File: src/rtl/mrw_pkg.sv
package mrw_pkg;
  localparam int ADDR_W = 18;
  localparam int BA_W   = 2;
  localparam int BG_W   = 2;
  localparam int CAB_W  = ADDR_W + BA_W + BG_W;
  localparam int BA_LSB = ADDR_W;
  localparam int BG_LSB = ADDR_W + BA_W;
  localparam int CW_SEL = 12;
  localparam logic [2:0] CW_INDEX = 3'd7;

  typedef enum logic [1:0] {
    TGT_DRAM = 2'd0,
    TGT_REG  = 2'd1,
    TGT_BUF  = 2'd2
  } tgt_e;

  // Source bit feeding position i when an odd rank is addressed.
  function automatic int mirror_src(input int i);
    int s;
    s = i;
    if (i == 3) s = 4;
    else if (i == 4) s = 3;
    else if (i == 5) s = 6;
    else if (i == 6) s = 5;
    else if (i == 7) s = 8;
    else if (i == 8) s = 7;
    else if (i == 11) s = 13;
    else if (i == 13) s = 11;
    else if (i == BA_LSB) s = BA_LSB + 1;
    else if (i == BA_LSB + 1) s = BA_LSB;
    else if (i == BG_LSB) s = BG_LSB + 1;
    else if (i == BG_LSB + 1) s = BG_LSB;
    return s;
  endfunction

  // Whether position i is flipped by the register device on the B side.
  function automatic bit is_invertible(input int i);
    return (i >= 3 && i <= 9) || i == 11 || i == 13 || i == 17 || i >= BA_LSB;
  endfunction
endpackage

File: src/rtl/mrw_remap.sv
module mrw_remap
  import mrw_pkg::*;
(
  input  logic [CAB_W-1:0] cab_i,
  input  logic             mirror_i,
  output logic [CAB_W-1:0] side_a_o,
  output logic [CAB_W-1:0] side_b_o
);
  for (genvar g = 0; g < CAB_W; g++) begin : g_bit
    localparam int SRC = mirror_src(g);
    localparam bit INV = is_invertible(g);
    assign side_a_o[g] = mirror_i ? cab_i[SRC] : cab_i[g];
    if (INV) begin : g_inv
      assign side_b_o[g] = ~side_a_o[g];
    end else begin : g_pass
      assign side_b_o[g] = side_a_o[g];
    end
  end
endmodule

File: src/rtl/mrw_parity.sv
module mrw_parity #(
  parameter int W = 22
) (
  input  logic [W-1:0] data_i,
  output logic         par_o
);
  assign par_o = ^data_i;
endmodule

File: src/rtl/mrw_gap_timer.sv
module mrw_gap_timer #(
  parameter int GAP_W = 6
) (
  input  logic             clk,
  input  logic             rst_n,
  input  logic             load_i,
  input  logic [GAP_W-1:0] gap_i,
  output logic             done_o
);
  logic [GAP_W-1:0] cnt_q;

  always_ff @(posedge clk) begin
    if (!rst_n) begin
      cnt_q <= '0;
    end else if (load_i) begin
      cnt_q <= (gap_i == '0) ? '0 : gap_i - 1'b1;
    end else if (cnt_q != '0) begin
      cnt_q <= cnt_q - 1'b1;
    end
  end

  assign done_o = (cnt_q == '0);
endmodule

File: src/rtl/mrw_seq.sv
module mrw_seq
  import mrw_pkg::*;
#(
  parameter int RANKS = 4,
  parameter int GAP_W = 6,
  localparam int RANK_W = (RANKS > 1) ? $clog2(RANKS) : 1
) (
  input  logic              clk,
  input  logic              rst_n,
  input  logic              req_valid,
  output logic              req_ready,
  input  logic [RANK_W-1:0] req_rank,
  input  logic [2:0]        req_mr,
  input  logic [17:0]       req_data,
  input  logic              inv_disable,
  input  logic [GAP_W-1:0]  gap_cfg,
  output logic              cmd_valid,
  output logic [RANKS-1:0]  cmd_cs_n,
  output logic [17:0]       cmd_addr,
  output logic [1:0]        cmd_ba,
  output logic [1:0]        cmd_bg,
  output logic              cmd_bside,
  output logic [1:0]        cmd_tgt,
  output logic              cmd_par
);
  logic              pend_b_q;
  logic [CAB_W-1:0]  b_cab_q;
  logic [RANK_W-1:0] b_rank_q;
  logic              gap_done;
  logic              accept;
  logic              issue_b;
  logic              issue;
  logic              is_cw;
  logic              do_mirror;
  logic              two_step;
  tgt_e              req_tgt;
  logic [CAB_W-1:0]  raw_cab;
  logic [CAB_W-1:0]  side_a;
  logic [CAB_W-1:0]  side_b;
  logic [CAB_W-1:0]  next_cab;
  logic [RANK_W-1:0] next_rank;
  logic              next_par;
  logic [RANKS-1:0]  rank_sel;
  logic [CAB_W-1:0]  cmd_cab_q;

  assign req_ready = !pend_b_q && gap_done;
  assign accept    = req_valid && req_ready;
  assign issue_b   = pend_b_q && gap_done;
  assign issue     = accept || issue_b;

  assign is_cw     = (req_mr == CW_INDEX);
  assign do_mirror = req_rank[0] && !is_cw;
  assign two_step  = !inv_disable && !is_cw;
  assign raw_cab   = {1'b0, req_mr[2], req_mr[1:0], req_data};

  always_comb begin
    if (!is_cw)                req_tgt = TGT_DRAM;
    else if (req_data[CW_SEL]) req_tgt = TGT_BUF;
    else                       req_tgt = TGT_REG;
  end

  mrw_remap u_remap (
    .cab_i    (raw_cab),
    .mirror_i (do_mirror),
    .side_a_o (side_a),
    .side_b_o (side_b)
  );

  assign next_cab  = accept ? side_a : b_cab_q;
  assign next_rank = accept ? req_rank : b_rank_q;

  mrw_parity #(.W(CAB_W)) u_parity (
    .data_i (next_cab),
    .par_o  (next_par)
  );

  mrw_gap_timer #(.GAP_W(GAP_W)) u_gap (
    .clk    (clk),
    .rst_n  (rst_n),
    .load_i (issue),
    .gap_i  (gap_cfg),
    .done_o (gap_done)
  );

  for (genvar r = 0; r < RANKS; r++) begin : g_cs
    assign rank_sel[r] = (next_rank == RANK_W'(r));
  end

  always_ff @(posedge clk) begin
    if (!rst_n) begin
      pend_b_q <= 1'b0;
      b_cab_q  <= '0;
      b_rank_q <= '0;
    end else if (accept) begin
      pend_b_q <= two_step;
      b_cab_q  <= side_b;
      b_rank_q <= req_rank;
    end else if (issue_b) begin
      pend_b_q <= 1'b0;
    end
  end

  always_ff @(posedge clk) begin
    if (!rst_n) begin
      cmd_valid <= 1'b0;
      cmd_cs_n  <= '1;
      cmd_cab_q <= '0;
      cmd_bside <= 1'b0;
      cmd_tgt   <= TGT_DRAM;
      cmd_par   <= 1'b0;
    end else begin
      cmd_valid <= issue;
      cmd_cs_n  <= issue ? ~rank_sel : '1;
      if (issue) begin
        cmd_cab_q <= next_cab;
        cmd_bside <= issue_b;
        cmd_tgt   <= issue_b ? TGT_DRAM : req_tgt;
        cmd_par   <= next_par;
      end
    end
  end

  assign cmd_addr = cmd_cab_q[ADDR_W-1:0];
  assign cmd_ba   = cmd_cab_q[BA_LSB +: BA_W];
  assign cmd_bg   = cmd_cab_q[BG_LSB +: BG_W];
endmodule

File: config.mk
export PLATFORM = sky130hd
export DESIGN_NAME = mrw_seq
export DESIGN_NICKNAME = d
export VERILOG_FILES = /design/src/rtl/mrw_pkg.sv /design/src/rtl/mrw_remap.sv /design/src/rtl/mrw_parity.sv /design/src/rtl/mrw_gap_timer.sv /design/src/rtl/mrw_seq.sv
export SDC_FILE = /design/constraint.sdc
export NUM_CORES = 1
export LEC_CHECK = 0
export ABC_CLOCK_PERIOD_IN_PS = 2700
export BUFFER_PORTS_ARGS = -buffer_cell sky130_fd_sc_hd__buf_2
export CAP_MARGIN = 30
export CORE_ASPECT_RATIO = 1.75
export CORE_MARGIN = 2
export CORE_UTILIZATION = 55
export CTS_CLUSTER_SIZE = 8
export DETAILED_ROUTE_END_ITERATION = 6
export GPL_TIMING_DRIVEN = 0
export PLACE_DENSITY_LB_ADDON = 0.05
export SYNTH_ARGS = -nofsm -noshare
export SYNTH_HDL_FRONTEND = slang
export SYNTH_SLANG_ARGS = --single-unit
File: constraint.sdc
create_clock -name clk -period 2.7 [get_ports clk]
set_input_delay 0.54 -clock clk [delete_from_list [all_inputs] [get_ports clk]]
set_output_delay 0.54 -clock clk [all_outputs]
set_load 0.05 [all_outputs]
==> results of run 1 <==
## cell usage after synthesis, drive strengths merged, types with 3 or more instances
| cell type | instances | share of area [%] |
|---|---|---|
| dfxtp | 62 | 38 |
| nand2 | 58 | 6.7 |
| a21boi | 26 | 6.0 |
| xnor2 | 24 | 6.7 |
| o211ai | 19 | 4.4 |
| o21ai | 16 | 2.5 |
| clkbuf | 15 | 1.7 |
| nor2b | 14 | 2.7 |
| nand3 | 12 | 2.5 |
| a21oi | 11 | 1.7 |
| buf | 11 | 1.9 |
| mux2i | 11 | 3.4 |
| and3 | 10 | 1.9 |
| nor2 | 10 | 1.2 |
| nor3 | 10 | 1.9 |
| o211a | 9 | 2.8 |
| xor2 | 5 | 1.3 |
| ha | 4 | 1.5 |
| inv | 4 | 0.46 |
| nand2b | 4 | 0.77 |
| nand4 | 4 | 0.77 |
| nor3b | 4 | 0.92 |
| or2 | 4 | 0.77 |
| or3 | 4 | 0.77 |
| or4 | 4 | 0.92 |
| xnor3 | 4 | 2.8 |
| and2 | 3 | 0.58 |
## cell usage in the layout, fill, tap and decap left out, types with 12 or more instances in the layout
cell type,count
sky130_fd_sc_hd__o21ai_0,16
sky130_fd_sc_hd__nor2b_1,13
sky130_fd_sc_hd__xnor2_1,23
sky130_fd_sc_hd__buf_2,65
sky130_fd_sc_hd__clkbuf_1,12
sky130_fd_sc_hd__o211ai_1,19
sky130_fd_sc_hd__a21boi_0,26
sky130_fd_sc_hd__dfxtp_1,62
sky130_fd_sc_hd__nand2_1,58
## flip-flops by register name, summed over array words and instances (netlist names)
signal and count:
cmd_bside 1, cmd_par 1, u_gap.cnt_q 6, b_cab_q 22, pend_b_q 1, b_rank_q 2, cmd_tgt 2, cmd_valid 1
cmd_cab_q 22, cmd_cs_n 4
## routing by layer
metal | vias to the layer above | GRT usage [%] | part of all wire [%]
met1 | 1332 | 26.9 | 37
met5 | - | 0 | 0
met2 | 99 | 50.3 | 54
met3 | 25 | 5.55 | 5.3
li1 | 1440 | - | -
met4 | 0 | 15.9 | 3.7
## path summary, 6_finish.rpt
kind                                      end  slack, ns  cells past startpoint
worst max-delay path            cmd_cab_q[10]       0.21                      9
worst min-delay path               b_cab_q[9]       0.43                      2
worst max register to register  cmd_cab_q[10]       0.21                      9
worst min register to register   cmd_cab_q[4]       0.46                      2
## power by group through the flow
stage / registers (uW) / clock network, uW / logic (uW)
after floorplan: 1580 / 0 / 1280
after global placement: 1290 / 0 / 1980
after detailed placement: 1290 / 0 / 2010
after CTS: 1280 / 765 / 2020
after global routing: 1300 / 803 / 2190
final: 1270 / 752 / 2010
## logic make-up (layout without fill, tap and decap cells)
| kind of cell | count (synthesis) | in the layout |
|---|---|---|
| simple gates | 143 | 143 |
| compound gates | 89 | 89 |
| flops | 62 | 62 |
| xor+xnor | 33 | 33 |
| buf+inv | 30 | 104 |
| mux | 11 | 11 |
| fa+ha+maj | 4 | 4 |
## area by class of cell
cell class / count / area, um2
buffer: 24 / 113
clock buffer: 11 / 151
clock inverter: 5 / 33.8
fill: 514 / 1950
inverter: 4 / 15.0
multi-input combinational: 280 / 1880
sequential: 62 / 1240
tap: 78 / 97.6
timing repair buffer: 60 / 300
## metrics by stage
step / power (uW) / hold slack (ns) / std cells / setup slack (ns) / util, %
floorplan: 2860 / 0.469 / 372 / 0.428 / -
CTS: 4060 / 0.419 / 526 / 0.144 / 66.3
global route: 4300 / 0.436 / 524 / 0.0552 / 66.2
global placement: 3260 / 0.448 / 510 / 0.176 / 63.1
finish: 4040 / 0.432 / 524 / 0.211 / 66.2
detailed placement: 3300 / 0.453 / 510 / 0.151 / 63.1
==> results.ini, run 1 <==
[layout]
antenna-diode-count=0
layout_cells_sized_above_1_pct=21.3
syn_to_final_growth_pct=17.8
finalNetCount=478
stdcell_area_um2=3830

[global_route]
pin_count_of_the_biggest_net_entering_global_routing=12
global_route_wire_length_before_repair_mm=13.4
grt_use_total_pct=26.9
grt_overflow_total=0
grt_antenna_before_repair=0
number_of_global_route_vias_before_repair=2838

[clock_tree]
post_cts.repair.setup_buffers=0
cts_num_sinks=62
clk-insertion-delay-late_ns=0.35
cts_hold_buffers=0
cts_inserted_buffers=9
path_clk_slew_ns=0.07
clock_tree.root_cell=sky130_fd_sc_hd__clkbuf_8
clock_tree_from_tritoncts=done
h-tree-depth=3
ctsLongestPathBuffers=2
ctsResizeCount=0

[setup_path]
worst_path_largest_cell_delay_ns=0.50
critical_path.cell_chain=inv_1 > ha_1 > nor2b_2 > nand3_4 > clkbuf_1 > buf_2 > mux2i_1 > nand2_1 > o211a_1
cpLargestDelayFamily=buffers and inverters
worstSetupEndpointType=flip-flop
worst-setup-path-type=flip-flop to flip-flop
cpMaxStageDelayCell=sky130_fd_sc_hd__buf_2
critical_path_peak_fanout=19
r2r_start=u_gap.cnt_q[0]
worstSetupStartpoint=u_gap.cnt_q[0]
critPathLaunchType=flip-flop
critical_path_required_ns=2.95
cp.arrival_ns=2.73
cp.buffers_inverters=3

[die]
die_footprint_um2=6570
chipWidth_um=62.1
core_area_um2=5790
row_count=37
initial_core_util_pct=56.2
ios=65
die_height_um=106

[timing]
finalMaxSlewViolations=0
tightest_slew_ns=0.666
finalSetupViolations=0
clock_skew_ns=0.00746
setup-tns-final_ns=0
setup_repair_after_global_routing_missed_its_margin=no
period_share_pct=92.2
maxClockFrequency_mhz=402
slew_headroom_pct=55.6
final_hold_violation_count=0
final.min_clock_period_ns=2.49

[placed_design]
globalplace.congestion=0.907
post_dp_cell_area_um2=3650
placement.io_buffers=60
post-dp-hpwl_mm=6.25

[synth]
synth_simple_gate_area_share_pct=22.8
synthDistinctLibCells=43
synth.area.mux_share_pct=3.38
postSynth.topFlopCell=sky130_fd_sc_hd__dfxtp_1
synth-edff-count=0
synth-seq-cells=62
yosys_warnings=0
compound_gate_portion_of_the_synthesized_area_pct=19.2
post_synth_xor_area_fraction_pct=10.8
synthCells=372
synthArstFlopShare_pct=0
syn-cell-area_um2=3250
ys_seq_area_share_pct=38.2
synth_top_family_by_area=simple AND/OR/NAND/NOR gates
post_synth_fa_ha_maj_area_fraction_pct=1.54
syn_nets=409
syn-mean-instance-area_um2=8.74

[route]
detailroute.via_count=2896
first_pass_iters=4
route.detailed.wl_per_inst_um=16.0
drt-total-wl_mm=8.37
drt_first_iter_violations=137
drc=0
avgViaCountPerCell=5.53
detail_route_antenna_nets=0

[power]
intPower_uw=2320
p_sw_share_pct=42.5
worst_ir_drop_vdd_mv=0.802
p_leak_uw=0.00170
clock_power_share_pct=18.6
pwr_density_cell_nw_per_um2=1050
p_sw_uw=1720
power_frac_seq_pct=31.6
comb_power_share_pct=49.8

[worst_hold_path]
hold_path_class=input port to flip-flop
hold_path.startpoint=req_data[9]

[job]
max_cap_violations=0

[run_status]
result_of_the_run=completed

No activity file was read; power rests on OpenSTA's default activity.
==> run 2, diff against run 1 <==
ABC_CLOCK_PERIOD_IN_PS = 2650   (was 2700)
clock period = 2.65 ns   (was 2.7 ns; I/O delays follow)
==> run 2 against run 1 <==
Against the previous run: combinational power is 2% higher; critical path type unchanged; die area stayed put; critical path depth stayed put; sequential power hardly changed; non-clock buffer count is 1 higher.
==> results.ini, run 2 (synthesis gave the netlist of run 1 again) <==
[clock_tree]
ctsLongestPathBuffers=2  ; unchanged
cts_num_sinks=62  ; unchanged
clk-insertion-delay-late_ns=0.35  ; about the same
path_clk_slew_ns=0.07  ; about the same
cts_inserted_buffers=9  ; unchanged
clock_tree_from_tritoncts=done
post_cts.repair.setup_buffers=0  ; unchanged
h-tree-depth=3  ; unchanged
clock_tree.root_cell=sky130_fd_sc_hd__clkbuf_8

[setup_path]
cpLargestDelayFamily=simple AND/OR/NAND/NOR gates
cp.buffers_inverters=1  ; -2
critPathLaunchType=flip-flop
worst_path_largest_cell_delay_ns=0.55  ; +0.05 ns
critical_path.cell_chain=inv_1 > ha_1 > nor2b_2 > nand3_4 > or4_1 > nand3_2 > xnor2_1 > xnor3_1 > a21oi_1
critical_path_peak_fanout=9  ; -10
cp.arrival_ns=2.74  ; about the same
worst-setup-path-type=flip-flop to flip-flop
r2r_start=u_gap.cnt_q[0]
critical_path_required_ns=2.93  ; -0.02 ns
worstSetupStartpoint=u_gap.cnt_q[0]
worstSetupEndpointType=flip-flop
cpMaxStageDelayCell=sky130_fd_sc_hd__or4_1

[power]
overall_power_after_layout_uw=4120  ; +1.9%
p_sw_uw=1750  ; +1.8%
comb_power_share_pct=49.9  ; about the same
power_frac_seq_pct=31.6  ; about the same
p_leak_uw=0.00171  ; +0.22%
p_sw_share_pct=42.5  ; -0.051 points
clock_power_share_pct=18.6  ; about the same
intPower_uw=2370  ; +2.0%
pwr_density_cell_nw_per_um2=1070  ; +1.8%
worst_ir_drop_vdd_mv=0.817  ; +1.9%

[layout]
finalNetCount=479  ; +0.21%
syn_to_final_growth_pct=18.0
layout_commonest_cell=sky130_fd_sc_hd__buf_2
layoutNonFillerInstCount=525  ; +0.19%
layout_cells_sized_above_1_pct=21.5  ; +0.18 points
fin_util_pct=66.3  ; +0.087 points
antenna-diode-count=0  ; unchanged
top_regs=b_cab_q (22), cmd_cab_q (22), u_gap.cnt_q (6)
layout.cells.most_common_list=sky130_fd_sc_hd__buf_2, sky130_fd_sc_hd__dfxtp_1, sky130_fd_sc_hd__nand2_1, sky130_fd_sc_hd__a21boi_0, sky130_fd_sc_hd__xnor2_1

[global_route]
global_route_wire_length_before_repair_mm=13.4  ; unchanged
pin_count_of_the_biggest_net_entering_global_routing=12  ; unchanged
number_of_global_route_vias_before_repair=2838  ; unchanged
grt_antenna_before_repair=0  ; unchanged
grt_overflow_total=0  ; unchanged
grt_use_total_pct=26.9  ; unchanged

[worst_hold_path]
hold_path_class=input port to flip-flop
hold_path.startpoint=req_data[9]

[run_status]
result_of_the_run=completed

[route]
first_pass_iters=4  ; unchanged
avgViaCountPerCell=5.57  ; +0.77%
detailroute.via_count=2924  ; +0.97%
drt-total-wl_mm=8.32  ; -0.60%
drt_first_iter_violations=152  ; +11%
detail_route_antenna_nets=0  ; unchanged
drc=0  ; unchanged
route.detailed.wl_per_inst_um=15.8  ; -0.79%

[job]
max_cap_violations=0  ; unchanged

[die]
row_count=37  ; unchanged
core_area_um2=5790  ; unchanged
die_height_um=106  ; unchanged
ios=65  ; unchanged
chipWidth_um=62.1  ; unchanged
initial_core_util_pct=56.2  ; unchanged
die_footprint_um2=6570  ; unchanged

[placed_design]
post-dp-hpwl_mm=6.25  ; unchanged
placedCellCount=510  ; unchanged
placement.io_buffers=60  ; unchanged
globalplace.congestion=0.907  ; unchanged

[timing]
setup-tns-final_ns=0  ; unchanged
setup_repair_after_global_routing_missed_its_margin=no
hold_slack_ns=0.421  ; -0.0104 ns
period_share_pct=92.8  ; +0.67 points
tightest_slew_ns=0.667  ; +0.000629 ns
final.min_clock_period_ns=2.46  ; -0.0284 ns
finalSetupViolations=0  ; unchanged
finalMaxSlewViolations=0  ; unchanged
maxClockFrequency_mhz=406  ; +1.2%
final_hold_violation_count=0  ; unchanged
clock_skew_ns=0.00731  ; -0.000144 ns
slew_headroom_pct=55.5  ; about the same

run 2: power groups by stage:
stage               clock (uW)  combinational (uW)  sequential, uW
floorplan                    0                1300            1610
global placement             0                2010            1310
detailed placement           0                2040            1320
CTS                        779                2060            1300
global route               819                2240            1320
finish                     764                2050            1300
run 2: area by class of cell:
cell class	instances	area [um2]
repair buffers	60	300
clock inverters	5	33.8
multi-input cells	280	1880
inverters	4	15.0
well taps	78	97.6
clock buffers	11	151
flip-flops and latches	62	1240
fillers	513	1950
plain buffers	25	118
run 2: metrics by stage:
| step | setup WS (ns) | area [um2] |
|---|---|---|
| floorplan | 0.387 | 3250 |
| global placement | 0.136 | 3650 |
| detailed placement | 0.111 | 3650 |
| CTS | 0.0943 | 3840 |
| global route | 0.00521 | 3840 |
| finish | 0.190 | 3840 |
run 2: what timing repair did:
item,in CTS,in global routing
gates resized for setup,0,5
hold buffers,0,0
setup endpoints to repair,0,24
run 2: final timing paths:
kind | slack [ns] | cells past startpoint | to
setup / recovery | 0.19 | 9 | cmd_par
hold / removal | 0.42 | 2 | b_cab_q[9]
setup reg to reg | 0.19 | 9 | cmd_par
hold reg to reg | 0.46 | 2 | cmd_cab_q[4]
run 2: worst register-to-register path: cells and delay by family (launching register included):
family	cells	cell delay, ns
compound gates	1	0.14
xor+xnor	2	0.58
fa+ha+maj	1	0.17
buf+inv	1	0.10
flops	1	0.34
simple gates	4	1.06
run 2: routing by layer:
metal | wire length (um) | vias up | GRT usage (%)
li1 | - | 1445 | -
met1 | 3090 | 1349 | 26.9
met5 | 0 | - | 0
met3 | 395 | 31 | 5.55
met4 | 346 | 0 | 15.9
met2 | 4490 | 99 | 50.3
